[src/rtl/can_eo_pkg.sv]
package can_eo_pkg;
  typedef enum logic [2:0] {
    ST_IDLE,
    ST_EFLAG,
    ST_PFLAG,
    ST_OFLAG,
    ST_DWAIT,
    ST_DELIM,
    ST_INTER
  } eo_state_e;
endpackage

[src/rtl/can_eo_bit_cnt.sv]
module can_eo_bit_cnt #(
  parameter int W = 4
) (
  input  logic         clk_i,
  input  logic         rst_ni,
  input  logic         clr_i,
  input  logic         inc_i,
  output logic [W-1:0] cnt_o
);
  always_ff @(posedge clk_i or negedge rst_ni) begin
    if (!rst_ni)    cnt_o <= '0;
    else if (clr_i) cnt_o <= '0;
    else if (inc_i) cnt_o <= cnt_o + 1'b1;
  end
endmodule

[src/rtl/can_eo_run_det.sv]
// Counts consecutive equal bus samples while enabled; hit on the completing sample.
module can_eo_run_det #(
  parameter int RUN_BITS = 6
) (
  input  logic clk_i,
  input  logic rst_ni,
  input  logic en_i,
  input  logic stb_i,
  input  logic bit_i,
  output logic hit_o
);
  localparam int RW = $clog2(RUN_BITS + 1);
  localparam logic [RW-1:0] RUN_LAST = RW'(RUN_BITS - 1);

  logic [RW-1:0] run_q;
  logic          last_q;

  always_ff @(posedge clk_i or negedge rst_ni) begin
    if (!rst_ni) begin
      run_q  <= '0;
      last_q <= 1'b1;
    end else if (!en_i) begin
      run_q  <= '0;
    end else if (stb_i) begin
      run_q  <= (run_q != '0 && bit_i == last_q) ? run_q + 1'b1 : RW'(1);
      last_q <= bit_i;
    end
  end

  assign hit_o = en_i && stb_i && (run_q == RUN_LAST) && (bit_i == last_q);
endmodule

[src/rtl/can_eo_ovl_pend.sv]
module can_eo_ovl_pend (
  input  logic clk_i,
  input  logic rst_ni,
  input  logic set_i,
  input  logic clr_i,
  output logic pend_o
);
  always_ff @(posedge clk_i or negedge rst_ni) begin
    if (!rst_ni)    pend_o <= 1'b0;
    else if (set_i) pend_o <= 1'b1;
    else if (clr_i) pend_o <= 1'b0;
  end
endmodule

[src/rtl/can_eo_seq.sv]
module can_eo_seq
  import can_eo_pkg::*;
#(
  parameter int FLAG_BITS  = 6,
  parameter int DELIM_BITS = 8,
  parameter int INTER_BITS = 3,
  parameter int OVL_BITS   = 2,
  parameter int RUN_BITS   = 6
) (
  input  logic clk_i,
  input  logic rst_ni,
  input  logic bit_stb_i,
  input  logic rx_bit_i,
  input  logic err_det_i,
  input  logic err_passive_i,
  input  logic ovl_req_i,
  input  logic frame_end_i,
  output logic tx_bit_o,
  output logic discard_o,
  output logic err_inc_o,
  output logic ready_o
);
  localparam int MAX_A = (FLAG_BITS > DELIM_BITS) ? FLAG_BITS : DELIM_BITS;
  localparam int MAX_C = (MAX_A > INTER_BITS) ? MAX_A : INTER_BITS;
  localparam int CNT_W = $clog2(MAX_C + 1);
  localparam logic [CNT_W-1:0] FLAG_LAST  = CNT_W'(FLAG_BITS - 1);
  localparam logic [CNT_W-1:0] DELIM_LAST = CNT_W'(DELIM_BITS - 2);
  localparam logic [CNT_W-1:0] INTER_LAST = CNT_W'(INTER_BITS - 1);
  localparam logic [CNT_W-1:0] OVL_WIN    = CNT_W'(OVL_BITS);

  eo_state_e        state_q, state_d;
  logic [CNT_W-1:0] cnt;
  logic             run_hit, pend, consume;
  logic             disc_d, inc_d, rdy_d;
  logic             disc_q, inc_q, rdy_q;
  logic             err_ok;

  can_eo_bit_cnt #(.W(CNT_W)) u_cnt (
    .clk_i  (clk_i),
    .rst_ni (rst_ni),
    .clr_i  (bit_stb_i && (state_d != state_q)),
    .inc_i  (bit_stb_i && (state_d == state_q)),
    .cnt_o  (cnt)
  );

  can_eo_run_det #(.RUN_BITS(RUN_BITS)) u_run (
    .clk_i  (clk_i),
    .rst_ni (rst_ni),
    .en_i   (state_q == ST_PFLAG),
    .stb_i  (bit_stb_i),
    .bit_i  (rx_bit_i),
    .hit_o  (run_hit)
  );

  can_eo_ovl_pend u_pend (
    .clk_i  (clk_i),
    .rst_ni (rst_ni),
    .set_i  (ovl_req_i),
    .clr_i  (consume),
    .pend_o (pend)
  );

  // Errors are accepted outside flag phases only; superposed flags are absorbed.
  assign err_ok = err_det_i && (state_q == ST_IDLE || state_q == ST_DWAIT ||
                                state_q == ST_DELIM || state_q == ST_INTER);

  always_comb begin
    state_d = state_q;
    disc_d  = 1'b0;
    inc_d   = 1'b0;
    rdy_d   = 1'b0;
    consume = 1'b0;
    if (bit_stb_i) begin
      if (err_ok) begin
        state_d = err_passive_i ? ST_PFLAG : ST_EFLAG;
        inc_d   = 1'b1;
        disc_d  = (state_q == ST_IDLE);
      end else begin
        unique case (state_q)
          ST_IDLE: if (frame_end_i) begin
            if (pend) begin
              state_d = ST_OFLAG;
              consume = 1'b1;
            end else begin
              state_d = ST_INTER;
            end
          end
          ST_EFLAG, ST_OFLAG: if (cnt == FLAG_LAST) state_d = ST_DWAIT;
          ST_PFLAG: if (run_hit) state_d = ST_DWAIT;
          ST_DWAIT: if (rx_bit_i) state_d = ST_DELIM;
          ST_DELIM: if (cnt == DELIM_LAST) begin
            if (!rx_bit_i) begin
              state_d = ST_OFLAG;
            end else if (pend) begin
              state_d = ST_OFLAG;
              consume = 1'b1;
            end else begin
              state_d = ST_INTER;
            end
          end
          ST_INTER: begin
            if (!rx_bit_i && cnt < OVL_WIN) begin
              state_d = ST_OFLAG;
            end else if (cnt == INTER_LAST) begin
              state_d = ST_IDLE;
              rdy_d   = 1'b1;
            end
          end
          default: state_d = ST_IDLE;
        endcase
      end
    end
  end

  always_ff @(posedge clk_i or negedge rst_ni) begin
    if (!rst_ni) begin
      state_q <= ST_IDLE;
      disc_q  <= 1'b0;
      inc_q   <= 1'b0;
      rdy_q   <= 1'b0;
    end else begin
      state_q <= state_d;
      disc_q  <= disc_d;
      inc_q   <= inc_d;
      rdy_q   <= rdy_d;
    end
  end

  assign tx_bit_o  = !(state_q == ST_EFLAG || state_q == ST_OFLAG);
  assign discard_o = disc_q;
  assign err_inc_o = inc_q;
  assign ready_o   = rdy_q;

  // Checker state: length of the current dominant transmit run in bit times.
  logic [CNT_W:0] dom_run;
  always_ff @(posedge clk_i or negedge rst_ni) begin
    if (!rst_ni)                     dom_run <= '0;
    else if (tx_bit_o)               dom_run <= '0;
    else if (bit_stb_i)              dom_run <= dom_run + 1'b1;
  end

  assert_err_flag_dominant_R2: assert property (@(posedge clk_i) disable iff (!rst_ni)
    (err_inc_o && !$past(err_passive_i)) |-> !tx_bit_o);

  assert_flag_len_R2: assert property (@(posedge clk_i) disable iff (!rst_ni)
    (bit_stb_i && !tx_bit_o) |-> (dom_run < (CNT_W+1)'(FLAG_BITS)));

  assert_passive_flag_recessive_R3: assert property (@(posedge clk_i) disable iff (!rst_ni)
    (err_inc_o && $past(err_passive_i)) |-> tx_bit_o);

  assert_discard_with_inc_R4: assert property (@(posedge clk_i) disable iff (!rst_ni)
    discard_o |-> err_inc_o);

  assert_ovl_no_inc_R9: assert property (@(posedge clk_i) disable iff (!rst_ni)
    (state_q == ST_OFLAG && $past(state_q) != ST_OFLAG) |-> !err_inc_o);

  assert_ready_recessive_R10: assert property (@(posedge clk_i) disable iff (!rst_ni)
    ready_o |-> tx_bit_o);

  assert_pulse_on_strobe_R11: assert property (@(posedge clk_i) disable iff (!rst_ni)
    (ready_o || err_inc_o) |-> $past(bit_stb_i));
endmodule

[config.mk]
export PLATFORM = sky130hd
export DESIGN_NAME = can_eo_seq
export DESIGN_NICKNAME = d
export VERILOG_FILES = /design/src/rtl/can_eo_pkg.sv /design/src/rtl/can_eo_bit_cnt.sv /design/src/rtl/can_eo_run_det.sv /design/src/rtl/can_eo_ovl_pend.sv /design/src/rtl/can_eo_seq.sv
export SDC_FILE = /design/constraint.sdc
export NUM_CORES = 1
export LEC_CHECK = 0
export BUFFER_PORTS_ARGS = -buffer_cell sky130_fd_sc_hd__buf_2
export CAP_MARGIN = 0
export CELL_PAD_IN_SITES_DETAIL_PLACEMENT = 0
export CELL_PAD_IN_SITES_GLOBAL_PLACEMENT = 1
export CORE_MARGIN = 8
export CORE_UTILIZATION = 45
export DETAILED_ROUTE_END_ITERATION = 10
export MAX_ROUTING_LAYER = met4
export PLACE_DENSITY_LB_ADDON = 0.2
export SLEW_MARGIN = 30
export SYNTH_ARGS = -nofsm -noshare
export SYNTH_HDL_FRONTEND = slang
export SYNTH_SLANG_ARGS = --single-unit
[constraint.sdc]
create_clock -name clk_i -period 3.01 [get_ports clk_i]
set_input_delay 0.7525 -clock clk_i [delete_from_list [all_inputs] [get_ports clk_i]]
set_output_delay 0.7525 -clock clk_i [all_outputs]
set_load 0.02 [all_outputs]
---- Yosys cells after proc, flatten, opt, wreduce, memory -nomap -nowiden ----
Index checks and enable logic that the tools add are counted.
storage, ports and cells
  bits in registers ....................... 15
  output and inout port bits .............. 4
  bits in writable memories ............... 0
  memories kept ........................... 0
  logic and storage cells ................. 81
  input port bits ......................... 8
  ROM bits ................................ 0
  bits in latches ......................... 0
cells by class
  shift-type cells ........................ 0
  multiplexer cells ....................... 36
  bitwise operators ....................... 0
  order comparisons ....................... 1
  multipliers ............................. 0
  reduce and logical (&&, ||, !) cells .... 20
  $add $sub $neg .......................... 2
  divide/modulo/power cells ............... 0
  equal/unequal tests ..................... 14
operators by type and width
  cell                                                                           count
  3-bit two-way mux                                                              14
  3-bit one-hot mux with 6 select lines                                          1
  1-bit two-way mux                                                              17
  3-bit == test (second input constant)                                          4
  4-bit by 3-bit == test with 1-bit output (second input constant)               2
  1-bit logical AND                                                              8
  4-bit two-way mux                                                              2
  3-bit by 2-bit == test with 1-bit output (second input constant)               2
  4-bit by 1-bit adder with 4-bit output (second input constant)                 1
  4-bit by 2-bit == test with 1-bit output (second input constant)               1
  1-bit logical OR                                                               4
  4-bit by 2-bit less-than comparator with 1-bit output (second input constant)  1
  2-bit nonzero test                                                             2
  3-bit by 1-bit adder with 3-bit output (second input constant)                 1
  3-bit by 1-bit == test with 1-bit output (second input constant)               1
  3-bit == test                                                                  1
  3-bit zero test                                                                1
  3-bit inequality test                                                          1
  3-bit nonzero test                                                             1
  1-bit zero test                                                                2
  2-bit two-way mux                                                              1
  2-bit inequality test (second input constant)                                  1
  1-bit one-hot mux with 2 select lines                                          1
  2-bit AND reduction                                                            1
  2 further kinds                                                                2

---- Logic depth before layout (Yosys ltp) ----
  depth after elaboration ................. 12
  mapped depth ............................ 9
  gate-level depth less buffers ........... 9

---- By module ----
Synthesis repeated with hierarchy kept, for this count alone.
second synthesis, totals
  cell total of the unflattened synthesis .. 147
  area, all modules ....................... 1311.3 um^2
by module, submodules not included
  module           cells each  area each (um^2)  instances  seq. area each (um^2)
  can_eo_seq       101         819.5             1          150.1
  can_eo_run_det   27          262.8             1          101.3
  can_eo_bit_cnt   16          192.7             1          100.1
  can_eo_ovl_pend  3           36.3              1          25.0

---- Worst setup path after synthesis ----
No wires, ideal clock.
  kind .................................... input-to-reg
  start point ............................. in bit_stb_i
  end point ............................... reg u_cnt.cnt_o[2]
  library setup time ...................... 0.101 ns
  arrival time ............................ 2.170 ns
  slack ................................... 0.740 ns
  required time ........................... 2.909 ns
  cell stages on the path ................. 8
  path buffers ............................ 1
  path through ............................ buf_2 -> inv_1 -> a311oi_2 -> o2111a_1 -> nor2_1 -> xnor2_1 -> nand3_2 -> o311ai_2
between the ends
  cells in the longest elaborated chain, start to end .. 10
  elaborated cells on any way between the ends .. 13
RTL lines
  element                                                         RTL line                            text
  start, declared                                                 can_eo_seq.sv:12                    input logic bit_stb_i,
  1-bit logical AND (3 in a row)                                  can_eo_run_det.sv:30                assign hit_o = en_i && stb_i && (run_q == RUN_LAST) && (bit_i == last_q);
  3-bit two-way mux                                               can_eo_seq.sv:89                    ST_PFLAG: if (run_hit) state_d = ST_DWAIT;
  3-bit one-hot mux with 6 select lines                           can_eo_seq.sv:79                    unique case (state_q)
  3-bit two-way mux                                               can_eo_seq.sv:74                    if (err_ok) begin
  3-bit two-way mux                                               can_eo_seq.sv:73                    if (bit_stb_i) begin
  3-bit inequality test / 3-bit == test (equally long branches)   can_eo_seq.sv:41, can_eo_seq.sv:42
  1-bit logical AND, on equally long branches                     can_eo_seq.sv:41, can_eo_seq.sv:42
  4-bit two-way mux / 2-bit nonzero test (equally long branches)  n/a
  end signal, assigned                                            can_eo_bit_cnt.sv:13                else if (inc_i) cnt_o <= cnt_o + 1'b1;
  end, declared                                                   can_eo_bit_cnt.sv:8                 output logic [W-1:0] cnt_o
Several ways; a longest one is shown, not always the timed one.
A chain may end at the register's enable or synchronous reset.

---- Worst setup path after layout ----
  start point ............................. reg state_q[1]
  end point ............................... reg u_cnt.cnt_o[2]
between the ends
  cells in the longest elaborated chain, start to end .. 11
  elaborated cells on any way between the ends .. 31
RTL lines
  element                                                         RTL line                            text
  start, declared                                                 can_eo_seq.sv:31                    eo_state_e state_q, state_d;
  start signal, assigned                                          can_eo_seq.sv:122                   state_q <= state_d;
  3-bit by 2-bit == test with 1-bit output                        can_eo_seq.sv:49, can_eo_seq.sv:79
  1-bit logical AND (3 in a row)                                  can_eo_run_det.sv:30
  3-bit two-way mux                                               can_eo_seq.sv:89
  3-bit one-hot mux with 6 select lines                           can_eo_seq.sv:79
  3-bit two-way mux                                               can_eo_seq.sv:74
  3-bit two-way mux                                               can_eo_seq.sv:73
  3-bit inequality test / 3-bit == test (equally long branches)   can_eo_seq.sv:41, can_eo_seq.sv:42
  1-bit logical AND, on equally long branches                     can_eo_seq.sv:41, can_eo_seq.sv:42
  4-bit two-way mux / 2-bit nonzero test (equally long branches)  n/a
Several ways; a longest one is shown, not always the timed one.

==> metrics.cfg <==
[yosys]
syn-num-nets=142
synth_common_cells=dfrtp_1, inv_1, nand2_1, nor2_1
syn_inst=128
async_flop_share=1.00
ys_seq_elements=15
ys_types=50
yosysMostFrequentCell=dfrtp_1
yosys_warnings=0
synth-edff-count=0
netlist_top_cells_area=dfrtp_1, ha_1, inv_1, nand2b_1, nand2_1
synth_top_area_share=0.305
ys_seq_area_frac=0.328
syn-cell-area_um2=1150
synth.largest_area_cell=dfrtp_1
synth_ff_type=dfrtp_1
syn_area_per_cell_um2=8.98

[clocking]
cts_max_path_buffers=2
clk-insertion-delay-late_ns=0.28
cts.htree.levels=1
clock-sinks=15
hold_buffers=0
root_buffer=clkbuf_4
numCtsBuffers=3
clk_pin_slew_ns=0.09
post_cts_buffers=0
postCtsResizedCells=0
cts_tree=done

[worst_setup_path]
crit_type=reg -> reg
worstPathRequired_ns=3.20
worst_ep_arrival_time_ns=2.61
crit_path_end_kind=register
crit_start=state_q[1]
worstSetupStartpointType=register
rrSetupSlack_ns=0.59
r2r-start=state_q[1]
rr_worst_depth=7
path_max_fanout=18
timing.rr.end=u_cnt.cnt_o[2]
critPathCapture=u_cnt.cnt_o[2]

[outcome]
status=finished clean

[placed_design]
place.gp.congestion=0.873
port_buffers=11
hpwl_um=2010

[routing]
ant_nets=0
wirelength_um=2650
routed_via_density=6.05
first_iter_violations=38
dr_total_vias=1017
drt-wirelength-per-cell_um=15.8
post-route-drc-count=0
first_pass_iters=4

[floorplanning]
die_w_um=66.6
num_rows=18
initial_core_util=0.468
die-area_um2=4430
coreArea_um2=2450
fp.dieH_um=66.6
ios=12

[global_routing]
grt.overflow.total=0
grt_usage=0.127
grt_pass1_vias=899
antenna_found_initial=0
grt_pass1_wl_um=4340
grt_max_degree=19

[sta]
maxSlewHeadroom=0.604
post-route-min-period_ns=2.42
fin_skew_ns=0.000874
setup-violations-final=0
finalHoldViolCount=0
max_freq_ghz=0.413
tightest_slew_ns=0.594
period_share=0.805
fin_setup_tns_ns=0
rsz0062_at_grt=no
maxSlewViolCount=0
hold-worst-slack_ns=0.368

[layout]
syn2layout_area_growth_pct=7.94
nNetsFinal=153
diodes=0
fin_util=0.506
drive_above_1_share=0.181

[power]
leakage_nw=0.524
internal_power_w=0.000503
switching_share=0.476
pwr-share-seq=0.405
clkPwrFrac=0.119
power.density_nw_per_um2=774
finalPower_w=0.000961
p_comb_frac=0.476
peakVddDrop_uv=448
power.switching_w=0.000457

[run]
maxCapViolations=0

[min_path]
hold_class=in -> async

-- worst max-delay path, cell delays in order, from the launching register on --
cell and delay [ns]:
dfrtp_1 0.73, nand2_1 0.20, a311oi_2 0.40, o2111a_1 0.23, nor2_1 0.07, xnor2_1 0.31
nand3_2 0.16, o311ai_2 0.22
-- flip-flops by register name (all words and copies together), names as in the netlist --
name	count
u_pend.pend_o	1
discard_o	1
u_cnt.cnt_o	4
state_q	3
ready_o	1
u_run.last_q	1
u_run.run_q	3
err_inc_o	1
-- cell families after synthesis --
group | count (synthesis) | share of synthesized area
AOI/OAI and AO/OA | 30 | 0.217
adders and majority gates | 6 | 0.0653
muxes | 3 | 0.0261
buffers and inverters | 18 | 0.0729
xor gates and xnor gates | 2 | 0.0152
and+or+nand+nor | 54 | 0.276
DFF | 15 | 0.328
-- layout make-up --
| class | count | area (um^2) |
|---|---|---|
| clock buffers | 4 | 26.3 |
| flip-flops and latches | 15 | 377 |
| multi-input cells | 95 | 689 |
| inverters | 11 | 41.3 |
| repair buffers | 13 | 70.1 |
| well taps | 30 | 37.5 |
| fillers | 233 | 1210 |
-- layer usage --
metal | track usage | wire length [um] | up-vias
li1 | - | - | 491
met1 | 0.171 | 1320 | 495
met2 | 0.178 | 1130 | 29
met3 | 0.0352 | 180 | 2
met4 | 0.0400 | 19 | 0
met5 | - | 0 | -
-- metrics by stage --
stage / worst slack (ns) / area (um^2) / instances
after floorplan: 0.740 / 1150 / 128
after global placement: 0.434 / 1210 / 164
after detailed placement: 0.472 / 1210 / 164
after CTS: 0.624 / 1240 / 168
after global routing: 0.438 / 1240 / 168
final: 0.587 / 1240 / 168
-- placed cells by master, fill, tap and decap left out, types with 5 or more instances in the layout --
cell type  count
dfrtp_1       14
a21oi_1        6
nor2_1         9
inv_1         11
ha_1           6
buf_2         11
nand4_1        5
nand2b_1       6
nand2_1        9
-- power groups by stage --
stage               logic (W)  registers (W)  clock network (W)
floorplan            0.000441       0.000313                  0
global placement     0.000453       0.000392                  0
detailed placement   0.000457       0.000390                  0
CTS                  0.000459       0.000386           0.000119
global route         0.000515       0.000401           0.000126
finish               0.000458       0.000389           0.000114
-- worst min-delay path by stage --
stage,startpoint,to,slack [ns],depth (start not counted)
floorplan,rst_ni,discard_o,0.46,0
detailed placement,u_run.last_q,u_run.last_q,0.48,2
global route,rst_ni,discard_o,0.38,1
finish,rst_ni,err_inc_o,0.37,1
global placement,u_run.last_q,u_run.last_q,0.47,2
CTS,rst_ni,err_inc_o,0.37,1
No activity file was read; power rests on OpenSTA's default activity.
